**src/rtl/cascade_shift_chain.sv**
```systemverilog
module cascade_shift_chain #(
  parameter int SEGS   = 4,
  parameter int STAGES = 64
) (
  input  logic            clk,
  input  logic            rst,
  input  logic            shift_req,
  input  logic            stagger,
  input  logic            recirc,
  input  logic            sel_b,
  input  logic            din_a,
  input  logic            din_b,
  output logic [SEGS-1:0] seg_strobe,
  output logic [SEGS-1:0] seg_tap,
  output logic            tail_q,
  output logic            tail_qn,
  output logic            done
);
  localparam logic [SEGS-1:0] RIGHT_ONE = SEGS'(1) << (SEGS - 1);
  localparam logic [SEGS-1:0] ALL_ONES  = {SEGS{1'b1}};

  logic [STAGES-1:0] seg [SEGS];
  logic [SEGS-1:0]   seg_in;
  logic [SEGS-1:0]   strb;
  logic              hold;
  logic              busy, accept, feed;

  assign busy   = |strb;
  assign accept = shift_req && !busy;
  assign feed   = recirc ? hold : (sel_b ? din_b : din_a);

  always_ff @(posedge clk) begin
    if (rst) begin
      strb <= '0;
      hold <= 1'b0;
      done <= 1'b0;
    end else begin
      done <= strb[0];
      if (accept) begin
        strb <= stagger ? RIGHT_ONE : ALL_ONES;
        hold <= tail_q;
      end else if (strb[0]) begin
        strb <= '0;
      end else begin
        strb <= strb >> 1;
      end
    end
  end

  for (genvar g = 0; g < SEGS; g++) begin : g_seg
    if (g == 0) begin : g_head
      assign seg_in[g] = feed;
    end else begin : g_link
      assign seg_in[g] = seg[g-1][STAGES-1];
    end

    always_ff @(posedge clk) begin
      if (rst)          seg[g] <= '0;
      else if (strb[g]) seg[g] <= {seg[g][STAGES-2:0], seg_in[g]};
    end

    assign seg_tap[g] = seg[g][STAGES-1];
  end

  assign seg_strobe = strb;
  assign tail_q     = seg_tap[SEGS-1];
  assign tail_qn    = ~tail_q;

  p_strobe_shape_r6: assert property (@(posedge clk) disable iff (rst)
    $onehot0(strb) || (strb == ALL_ONES));

  p_strobe_walk_r6: assert property (@(posedge clk) disable iff (rst)
    ($onehot(strb) && !strb[0]) |=> (strb == ($past(strb) >> 1)));

  p_done_follows_r5: assert property (@(posedge clk) disable iff (rst)
    done |-> $past(strb[0]));

  p_hold_kept_r7: assert property (@(posedge clk) disable iff (rst)
    busy |=> $stable(hold));

  p_idle_frozen_r8: assert property (@(posedge clk) disable iff (rst)
    !busy |=> $stable(seg_tap));

  p_entry_bit_r2: assert property (@(posedge clk) disable iff (rst)
    strb[0] |=> (seg[0][0] == $past(feed)));

  p_no_restart_r9: assert property (@(posedge clk) disable iff (rst)
    (busy && !strb[0]) |=> (strb != ALL_ONES) || $past(strb == ALL_ONES));
endmodule

```
**config.mk**
```make
export PLATFORM = sky130hd
export DESIGN_NAME = cascade_shift_chain
export DESIGN_NICKNAME = d
export VERILOG_FILES = /design/src/rtl/cascade_shift_chain.sv
export SDC_FILE = /design/constraint.sdc
export NUM_CORES = 1
export LEC_CHECK = 0
export BUFFER_PORTS_ARGS = -buffer_cell sky130_fd_sc_hd__buf_2
export CAP_MARGIN = 25
export CORE_MARGIN = 3
export CORE_UTILIZATION = 59
export DETAILED_ROUTE_END_ITERATION = 8
export PLACE_DENSITY = 0.76
export SYNTH_ARGS = -nofsm -noshare
export SYNTH_HDL_FRONTEND = slang
export SYNTH_SLANG_ARGS = --single-unit
```
**constraint.sdc**
```tcl
create_clock -name clk -period 2.62 [get_ports clk]
set_input_delay 0.262 -clock clk [delete_from_list [all_inputs] [get_ports clk]]
set_output_delay 0.262 -clock clk [all_outputs]
set_load 0.005 [all_outputs]
```
### After elaboration in Yosys (flattened, before gate mapping)

Memories as Yosys holds them, arrays and structs flattened.
Cells that the tools add are included.

* register bits: 6
* RAM bits: 256
* bits of input ports: 8
* word-level logic and storage cells: 35
* memories: 1

Memory list
* seg: words 4, width 64, read ports 4, clocked after Yosys merged registers in 0, wr ports 4, RTL line 22 `logic [STAGES-1:0] seg [SEGS];`

* multiplexer cells: 23
* bitwise operators: 5
* reduce and logical (&&, ||, !) cells: 3

Operators by type and width (number)
* 64-bit 2-to-1 mux: 4
* 1-bit 2-to-1 mux: 16
* 3-bit 2-to-1 mux: 2
* 4-bit 2-to-1 mux: 1
* 1-bit bitwise OR: 4
* 4-bit OR reduction: 1
* 1-bit logical AND: 1
* 1-bit logical NOT: 1
* 1-bit NOT: 1

### Longest topological paths before layout

Gate-level depths: netlist of run 1.

* depth in word-level cells: 4
* depth in mapped cells: 4
* gate-level depth less buffers: 3

### Worst setup path before layout of run 1

No wires, ideal clock.

* path kind: register to register
* from: register strb[0], in the netlist seg_strobe[0]
* to: memory seg[0][0], enable pin
* library setup time: 419 ps
* data arrival time: 1782 ps
* required time: 2201 ps
* slack: 420 ps
* cell stages (with the launch flop): 3
* cells stage by stage: dfxtp_1 -> nor2_1 -> inv_1

RTL lines
* start, declared: RTL line 24 `logic [SEGS-1:0] strb;`
* start signal, assigned: RTL line 40 `strb <= stagger ? RIGHT_ONE : ALL_ONES;`
* start signal, assigned: RTL line 45 `strb <= strb >> 1;`
* end, declared: RTL line 22

==> results of run 1 <==
## final timing paths
path	startpoint	endpoint	slack, ps	depth (start not counted)
worst max-delay path	seg_strobe[0]	seg[0][31]	1020	3
worst min-delay path	rst	hold	120	2
worst max register to register	seg_strobe[0]	seg[0][31]	1020	3
worst min register to register	seg[1][54]	seg[1][55]	520	1
## power groups by stage
stage / Clock, W / Combinational [W] / Sequential, W
after floorplan: 0 / 0.000214 / 0.00508
after global placement: 0 / 0.000292 / 0.00510
after detailed placement: 0 / 0.000310 / 0.00510
after CTS: 0.00349 / 0.000311 / 0.00503
after global routing: 0.00365 / 0.000342 / 0.00505
final: 0.00340 / 0.000303 / 0.00502
## area by class of cell
class / count / area, µm² / share of cell area
clock buffers: 35 / 706 / 0.0653
clock inverters: 10 / 71.3 / 0.00660
inverters: 2 / 7.51 / 0.000694
multi-input cells: 276 / 1760 / 0.163
flip-flops and latches: 262 / 7810 / 0.722
well taps: 216 / 270 / 0.0250
repair buffers: 28 / 190 / 0.0176
## cell usage after synthesis (2+ instances only)
| library cell | n | area (µm²) |
|---|---|---|
| inv_1 | 2 | 7.51 |
| edfxtp_1 | 256 | 7690 |
| or2_2 | 3 | 18.8 |
| dfxtp_1 | 6 | 120 |
| clkbuf_1 | 19 | 71.3 |
| clkbuf_2 | 6 | 30.0 |
| nor2_1 | 2 | 7.51 |
| o21a_1 | 3 | 22.5 |
| and2_1 | 256 | 1600 |
| buf_4 | 4 | 30.0 |
| buf_2 | 3 | 15.0 |
| nor2b_1 | 4 | 25.0 |
## registers in the layout, indices dropped and copies added (netlist names)
signal / flops
hold: 1
done: 1
seg: 256
seg_strobe: 4
## routing by layer
| metal | routed length [µm] | GRT usage | part of all wire | vias to the layer above |
|---|---|---|---|---|
| met5 | 14 | 0 | 0.0011 | - |
| met4 | 304 | 0.0475 | 0.023 | 2 |
| met2 | 5880 | 0.216 | 0.45 | 56 |
| met3 | 485 | 0.0364 | 0.037 | 29 |
| li1 | - | - | - | 2025 |
| met1 | 6430 | 0.234 | 0.49 | 2063 |
## cell families after synthesis
logic type             count (synthesis)  synth area share
and+or+nand+nor                      269             0.174
DFF                                  262             0.804
buffers and inverters                 34            0.0158
AOI/OAI and AO/OA                      6           0.00541
muxes                                  1           0.00103
## cell usage in the layout, fill, tap and decap left out
| cell type | synthesis | routed |
|---|---|---|
| clkinv_1 | 0 | 6 |
| o21ai_0 | 1 | 1 |
| clkbuf_1 | 19 | 8 |
| clkbuf_16 | 0 | 27 |
| nor2_1 | 2 | 2 |
| mux2i_1 | 1 | 1 |
| or2_2 | 3 | 3 |
| edfxtp_1 | 256 | 256 |
| o21ai_2 | 1 | 1 |
| inv_6 | 0 | 1 |
| buf_4 | 4 | 8 |
| nor2b_2 | 1 | 4 |
| buf_12 | 0 | 2 |
| o41ai_2 | 1 | 1 |
| dfxtp_1 | 6 | 6 |
| clkinv_2 | 0 | 2 |
| and2_1 | 256 | 256 |
| bufinv_16 | 0 | 1 |
| inv_1 | 2 | 1 |
| buf_2 | 3 | 18 |
| nor2_4 | 1 | 1 |
| nor2b_1 | 4 | 1 |
| inv_2 | 0 | 1 |
| or4b_4 | 1 | 1 |
| nand2_1 | 1 | 1 |
| o21a_1 | 3 | 3 |
## critical path, stage by stage, from the launching register on
cell     delay (ps)
dfxtp_1         430
nor2_1          150
inv_2           390
buf_12          310
## stage by stage
step	total power (W)	hold WS, ps
CTS	0.00882	102
detailed placement	0.00541	503
global placement	0.00539	500
floorplan	0.00529	359
finish	0.00873	120
global route	0.00905	116
==> results.py, run 1 <==
metrics = {
    "outcome": {
        "status": "finished, final reports clean",
    },
    "synthesis": {
        "ys_types": 20,
        "avgSynthCellArea_um2": 17.0,
        "ys_warn_count": 0,
        "synth.cell_area_mm2": 0.00971,
        "syn_nets": 580,
        "yosysSeqAreaShare": 0.804,
        "synth_enable_flop_cells": 256,
        "synth-seq-cells": 262,
        "syn_inst": 572,
        "postSynth.asyncResetShare": 0,
        "ys.flop_type": "edfxtp_1",
    },
    "power_and_ir_drop": {
        "powerDensity_mw_per_mm2": 807,
        "p_leak_nw": 4.07,
        "p_seq_frac": 0.576,
        "swShare": 0.197,
        "internal_power_w": 0.00701,
        "peakVddDrop_mv": 0.529,
        "pwr-share-clk": 0.389,
        "p_comb_frac": 0.035,
        "p_sw_w": 0.00172,
    },
    "worst_setup_path": {
        "worstSetupStartpointType": "register",
        "cp-end-kind": "register",
        "critPathArrivalTime_ps": 1800,
        "required_ps": 2810,
        "worstPathMaxFanout": 43,
        "path_class": "register to register",
    },
    "clocking": {
        "cts_tree": "built",
        "cts_hold_buf": 0,
        "cts.clk_slew.worst_paths_ps": 60,
        "cts_sinks": 262,
        "cts_buffers": 26,
        "cts_buffer_depth": 3,
        "clock-root-buffer": "clkbuf_16",
        "clk_latency_ps": 510,
        "cts_setup_buffers": 0,
        "ctsResizeCount": 0,
        "h-tree-depth": 1,
    },
    "route": {
        "ant_nets": 0,
        "drt_iter0_markers": 326,
        "drc_errors": 0,
        "drt-total-wl_mm": 13.1,
        "via_per_inst": 5.04,
        "first_pass_iters": 4,
        "vias": 4175,
        "wl_per_cell_um": 15.8,
    },
    "timing": {
        "slew_headroom": 0.679,
        "slew_viol_final": 0,
        "timing.setup.tns_ps": 0,
        "fmax_ghz": 0.624,
        "worstMarginPinSlew_ps": 481,
        "setup_viol": 0,
        "hold_viol": 0,
        "worst_slack_ps": 1020,
        "fin_skew_ps": 7.09,
        "period_share": 0.612,
        "rsz0062_at_grt": "false",
        "post-route-min-period_ps": 1600,
    },
    "floorplanning": {
        "start_util": 0.607,
        "rows": 46,
        "core_mm2": 0.0160,
        "dieArea_mm2": 0.0180,
        "boundaryPins": 19,
        "die_h_um": 134,
        "dieWidth_um": 134,
    },
    "finish": {
        "utilization": 0.676,
        "diodes": 0,
        "nFillCells": 1071,
        "fin_area_mm2": 0.0108,
        "stdcell_count": 829,
        "drive_gt1_frac": 0.116,
        "nNetsFinal": 604,
        "syn_to_final_growth_pct": 11.3,
    },
    "global_route": {
        "grt_pass1_wl_mm": 22.0,
        "grt_pass1_vias": 4221,
        "grt_remaining_overflow": 0,
        "grt_use_total": 0.151,
        "grt_max_degree": 66,
        "antenna_found_initial": 1,
    },
    "placement": {
        "placed_area_mm2": 0.0100,
        "pre_cts_slack_ps": 906,
        "placedCellCount": 784,
        "place_hpwl_mm": 6.77,
        "place_congestion": 0.733,
        "io_buffers": 18,
    },
    "run": {
        "max-cap-violations": 0,
    },
    "hold_path": {
        "holdCritPathClass": "input pin to register",
    },
}
Note: power is estimated with default switching activity, not from simulation.
==> run 2, diff against run 1 <==
==> constraint.sdc (replaced) <==
create_clock -name clk -period 1.62 [get_ports clk]
set_input_delay 0.162 -clock clk [delete_from_list [all_inputs] [get_ports clk]]
set_output_delay 0.162 -clock clk [all_outputs]
set_load 0.005 [all_outputs]
==> results.py, run 2 (synthesis gave the netlist of run 1 again) <==
metrics = {
    "timing": {
        "slew_headroom": 0.628,
        "fmax_ghz": 0.720,
        "slew_viol_final": 0,
        "post-route-min-period_ps": 1390,
        "period_share": 0.858,
        "hold_viol": 0,
        "setup_viol": 0,
        "worstMarginPinSlew_ps": 557,
        "fin_skew_ps": 7.38,
        "rsz0062_at_grt": "false",
    },
    "finish": {
        "diodes": 0,
        "seqCellArea_mm2": 0.00781,
        "largest_register_ff_count": 256,
        "drive_gt1_frac": 0.126,
        "fin_area_mm2": 0.0110,
        "top_register": "seg",
        "multi_input_area_mm2": 0.00178,
        "nNetsFinal": 609,
        "stdcell_count": 837,
        "nFillCells": 1056,
        "syn_to_final_growth_pct": 12.7,
        "layout_common_cells": "and2_1 (256), edfxtp_1 (256), clkbuf_16 (27)",
    },
    "placement": {
        "place_hpwl_mm": 6.66,
        "placed_area_mm2": 0.0101,
        "placedCellCount": 788,
        "place_congestion": 0.760,
        "io_buffers": 18,
    },
    "run": {
        "max-cap-violations": 0,
    },
    "worst_setup_path": {
        "path_class": "register to output port",
        "r2r_setup_slack_ps": 280,
        "worst_r2r_startpoint": "seg_strobe[3]",
        "worstReg2RegEnd": "seg[3][26]",
        "worstPathMaxFanout": 3,
        "critPathArrivalTime_ps": 1230,
        "required_ps": 1460,
        "cp-end-kind": "output port",
        "worstSetupStartpointType": "register",
        "ff2ff_path_depth": 3,
    },
    "floorplanning": {
        "dieWidth_um": 134,
        "rows": 46,
        "boundaryPins": 19,
        "die_h_um": 134,
        "core_mm2": 0.0160,
        "start_util": 0.607,
        "dieArea_mm2": 0.0180,
    },
    "clocking": {
        "cts_sinks": 262,
        "cts_setup_buffers": 0,
        "cts_buffers": 26,
        "cts.clk_slew.worst_paths_ps": 60,
        "h-tree-depth": 1,
        "clock-root-buffer": "clkbuf_16",
        "cts_buffer_depth": 3,
        "clk_latency_ps": 510,
        "cts_tree": "built",
    },
    "hold_path": {
        "holdPathStages": 4,
        "min-delay-start": "recirc",
        "hold_path_end": "seg[0][0]",
        "holdCritPathClass": "input pin to register",
    },
    "route": {
        "via_per_inst": 5.01,
        "ant_nets": 0,
        "first_pass_iters": 4,
        "drt_iter0_markers": 310,
        "wl_per_cell_um": 15.3,
        "drt-total-wl_mm": 12.8,
        "vias": 4194,
        "drc_errors": 0,
    },
    "power_and_ir_drop": {
        "peakVddDrop_mv": 0.773,
        "powerDensity_mw_per_mm2": 1300,
        "p_leak_nw": 4.12,
    },
    "global_route": {
        "grt_pass1_wl_mm": 21.9,
        "grt_use_total": 0.151,
        "grt_remaining_overflow": 0,
        "antenna_found_initial": 0,
        "grt_max_degree": 65,
        "grt_pass1_vias": 4219,
    },
    "outcome": {
        "status": "finished, final reports clean",
    },
}
run 2: worst max-delay path, stage by stage (launching register included):
cell and delay (ps):
edfxtp_1 410, inv_1 150, buf_2 160
run 2: how the worst max path moves through the flow:
| stage | start | to | cells after the start |
|---|---|---|---|
| after floorplan | seg_strobe[0] | seg[0][0] | 2 |
| after global placement | seg_strobe[3] | seg[3][32] | 3 |
| after detailed placement | seg_strobe[3] | seg[3][30] | 3 |
| after CTS | seg[3][63] | tail_qn | 2 |
| after global routing | seg_strobe[3] | seg[3][51] | 3 |
| final | seg[3][63] | tail_qn | 2 |
run 2: layout make-up:
cell class	instances	area share
tap	216	0.0247
timing repair buffer	33	0.0267
multi-input combinational	276	0.162
sequential	262	0.713
inverter	2	0.00103
clock inverter	15	0.00857
clock buffer	33	0.0638
run 2: report_power, final:
group          internal [W]  switching (W)
sequential          0.00799       0.000133
clock               0.00320        0.00234
combinational      0.000187       0.000352
total                0.0114        0.00282
run 2: through the flow:
stage / setup TNS, ps / setup WS (ps) / hold WS (ps) / utilization / power [W]
floorplan: -11790 / -184 / 259 / - / 0.00856
global placement: 0 / 84.1 / 505 / 0.634 / 0.00877
detailed placement: -833 / -51.2 / 503 / 0.634 / 0.00880
CTS: 0 / 192 / 47.8 / 0.684 / 0.0144
global route: 0 / 113 / 87.8 / 0.684 / 0.0147
finish: 0 / 230 / 63.7 / 0.684 / 0.0142
run 2: what timing repair did:
item / 4_1_cts / 5_1_grt
hold endpoints to repair: 1 / 0
resized for setup: 1 / 0
hold buffers: 1 / 0
endpoints found under the setup margin: 33 / 0
run 2: routing by layer:
| layer | GRT usage | wire length (µm) |
|---|---|---|
| met4 | 0.0469 | 356 |
| met3 | 0.0330 | 546 |
| met1 | 0.246 | 6360 |
| met2 | 0.206 | 5530 |
| met5 | 0 | 0 |
==> run 3, diff against run 2 <==
--- a/config.mk
+++ b/config.mk
@@ -8,9 +8,10 @@
 export BUFFER_PORTS_ARGS = -buffer_cell sky130_fd_sc_hd__buf_2
 export CAP_MARGIN = 25
 export CORE_MARGIN = 3
-export CORE_UTILIZATION = 59
+export CORE_UTILIZATION = 56
 export DETAILED_ROUTE_END_ITERATION = 8
-export PLACE_DENSITY = 0.76
+export PLACE_DENSITY = 0.75
 export SYNTH_ARGS = -nofsm -noshare
 export SYNTH_HDL_FRONTEND = slang
 export SYNTH_SLANG_ARGS = --single-unit
+export TNS_END_PERCENT = 100
==> constraint.sdc (replaced) <==
create_clock -name clk -period 1.2 [get_ports clk]
set_input_delay 0.12 -clock clk [delete_from_list [all_inputs] [get_ports clk]]
set_output_delay 0.12 -clock clk [all_outputs]
set_load 0.005 [all_outputs]
==> results.py, run 3 (synthesis gave the netlist of run 1 again) <==
metrics = {
    "timing": {
        "slew_headroom": 0.762,
        "setup_viol": 176,
        "worst_hold_slack_ps": 14.7,
        "fin_skew_ps": 12.3,
        "rsz0062_at_grt": "true",
        "fmax_ghz": 0.760,
        "hold_viol": 0,
        "worstMarginPinSlew_ps": 357,
        "period_share": 1.10,
        "slew_viol_final": 0,
        "post-route-min-period_ps": 1320,
        "worst_slack_ps": -115,
    },
    "worst_setup_path": {
        "worstPathMaxFanout": 8,
        "cp-end-kind": "register",
        "worstSetupStartpointType": "register",
        "required_ps": 1580,
        "path_class": "register to register",
        "critPathArrivalTime_ps": 1700,
    },
    "floorplanning": {
        "dieWidth_um": 138,
        "boundaryPins": 19,
        "core_mm2": 0.0168,
        "die_h_um": 138,
        "rows": 47,
        "dieArea_mm2": 0.0190,
        "start_util": 0.580,
    },
    "placement": {
        "pre_cts_slack_ps": -66.6,
        "place_congestion": 0.730,
        "io_buffers": 18,
        "place_hpwl_mm": 6.68,
    },
    "power_and_ir_drop": {
        "internal_power_w": 0.0161,
        "pwr-share-clk": 0.400,
        "p_comb_frac": 0.057,
        "p_leak_nw": 4.56,
        "peakVddDrop_mv": 1.19,
        "p_sw_w": 0.00416,
        "swShare": 0.206,
        "p_seq_frac": 0.544,
        "powerDensity_mw_per_mm2": 1700,
    },
    "clocking": {
        "h-tree-depth": 1,
        "cts.clk_slew.worst_paths_ps": 60,
        "cts_buffer_depth": 3,
        "cts_tree": "built",
        "cts_sinks": 262,
        "cts_buffers": 26,
        "clk_latency_ps": 520,
        "clock-root-buffer": "clkbuf_16",
    },
    "route": {
        "drt_iter0_markers": 436,
        "via_per_inst": 5.16,
        "wl_per_cell_um": 18.3,
        "drc_errors": 0,
        "vias": 4495,
        "first_pass_iters": 4,
        "ant_nets": 0,
        "drt-total-wl_mm": 15.9,
    },
    "finish": {
        "utilization": 0.708,
        "top_register": "seg",
        "layout_common_cells": "edfxtp_1 (256), and2_1 (179), and2_4 (77)",
        "syn_to_final_growth_pct": 22.2,
        "diodes": 0,
        "largest_register_ff_count": 256,
        "drive_gt1_frac": 0.306,
        "nNetsFinal": 641,
        "final_common_cell": "edfxtp_1",
    },
    "global_route": {
        "grt_use_total": 0.156,
        "grt_remaining_overflow": 0,
        "antenna_found_initial": 0,
        "grt_pass1_wl_mm": 23.2,
        "grt_pass1_vias": 4300,
        "grt_max_degree": 66,
    },
    "run": {
        "max-cap-violations": 0,
    },
    "hold_path": {
        "holdCritPathClass": "input pin to register",
    },
    "outcome": {
        "violations": "setup timing",
        "status": "finished with violations",
    },
}
-- run 3: power groups by stage --
stage	logic, W	clock network, W	registers (W)
finish	0.00114	0.00809	0.0110
global route	0.00124	0.00859	0.0111
CTS	0.000951	0.00819	0.0110
detailed placement	0.000821	0	0.0111
global placement	0.000777	0	0.0111
floorplan	0.000478	0	0.0111
-- run 3: critical path, stage by stage, from the launching register on --
cell and delay, ps:
dfxtp_2 340, buf_6 120, nor2b_4 270, bufbuf_16 320, and2_1 140
-- run 3: final cells by class --
class / count / area, µm²
Clock buffer: 28 / 679
Clock inverter: 18 / 168
Fill cell: 976 / 4890
Inverter: 2 / 11.3
Multi-Input combinational cell: 276 / 1980
Sequential cell: 262 / 7810
Tap cell: 220 / 275
Timing Repair Buffer: 65 / 940
-- run 3: final timing paths --
check,startpoint,to,slack [ps],cells past startpoint
setup / recovery,seg_strobe[2],seg[2][52],-120,4
hold / removal,recirc,seg[0][0],10,4
setup reg to reg,seg_strobe[2],seg[2][52],-120,4
hold reg to reg,seg[0][16],seg[0][17],520,1
-- run 3: metrics by stage --
step / power, W / cell area [µm²] / std cells / TNS (ps)
2_1_floorplan: 0.0116 / 9740 / 572 / -51490
4_1_cts: 0.0201 / 11400 / 852 / -12430
5_1_grt: 0.0209 / 11900 / 871 / -19950
3_3_place_gp: 0.0119 / 10300 / 797 / -1050
6_report: 0.0202 / 11900 / 871 / -13200
3_5_place_dp: 0.0120 / 10300 / 797 / -5050
-- run 3: timing repair --
item                                    CTS  global route
endpoints found under the setup margin  137           198
buffers inserted                          3             7
gates cloned                              5            13
gates resized for setup                  16            85
hold buffers                              1             0
pin swaps                                 3            70
endpoints found under the hold margin     3             0
-- run 3: routing by layer --
metal | vias to the layer above | part of all wire | global-route usage
met5 | - | 0 | 0
met4 | 0 | 0.023 | 0.0417
met3 | 32 | 0.044 | 0.0329
met2 | 86 | 0.45 | 0.217
met1 | 2269 | 0.48 | 0.253
li1 | 2108 | - | -
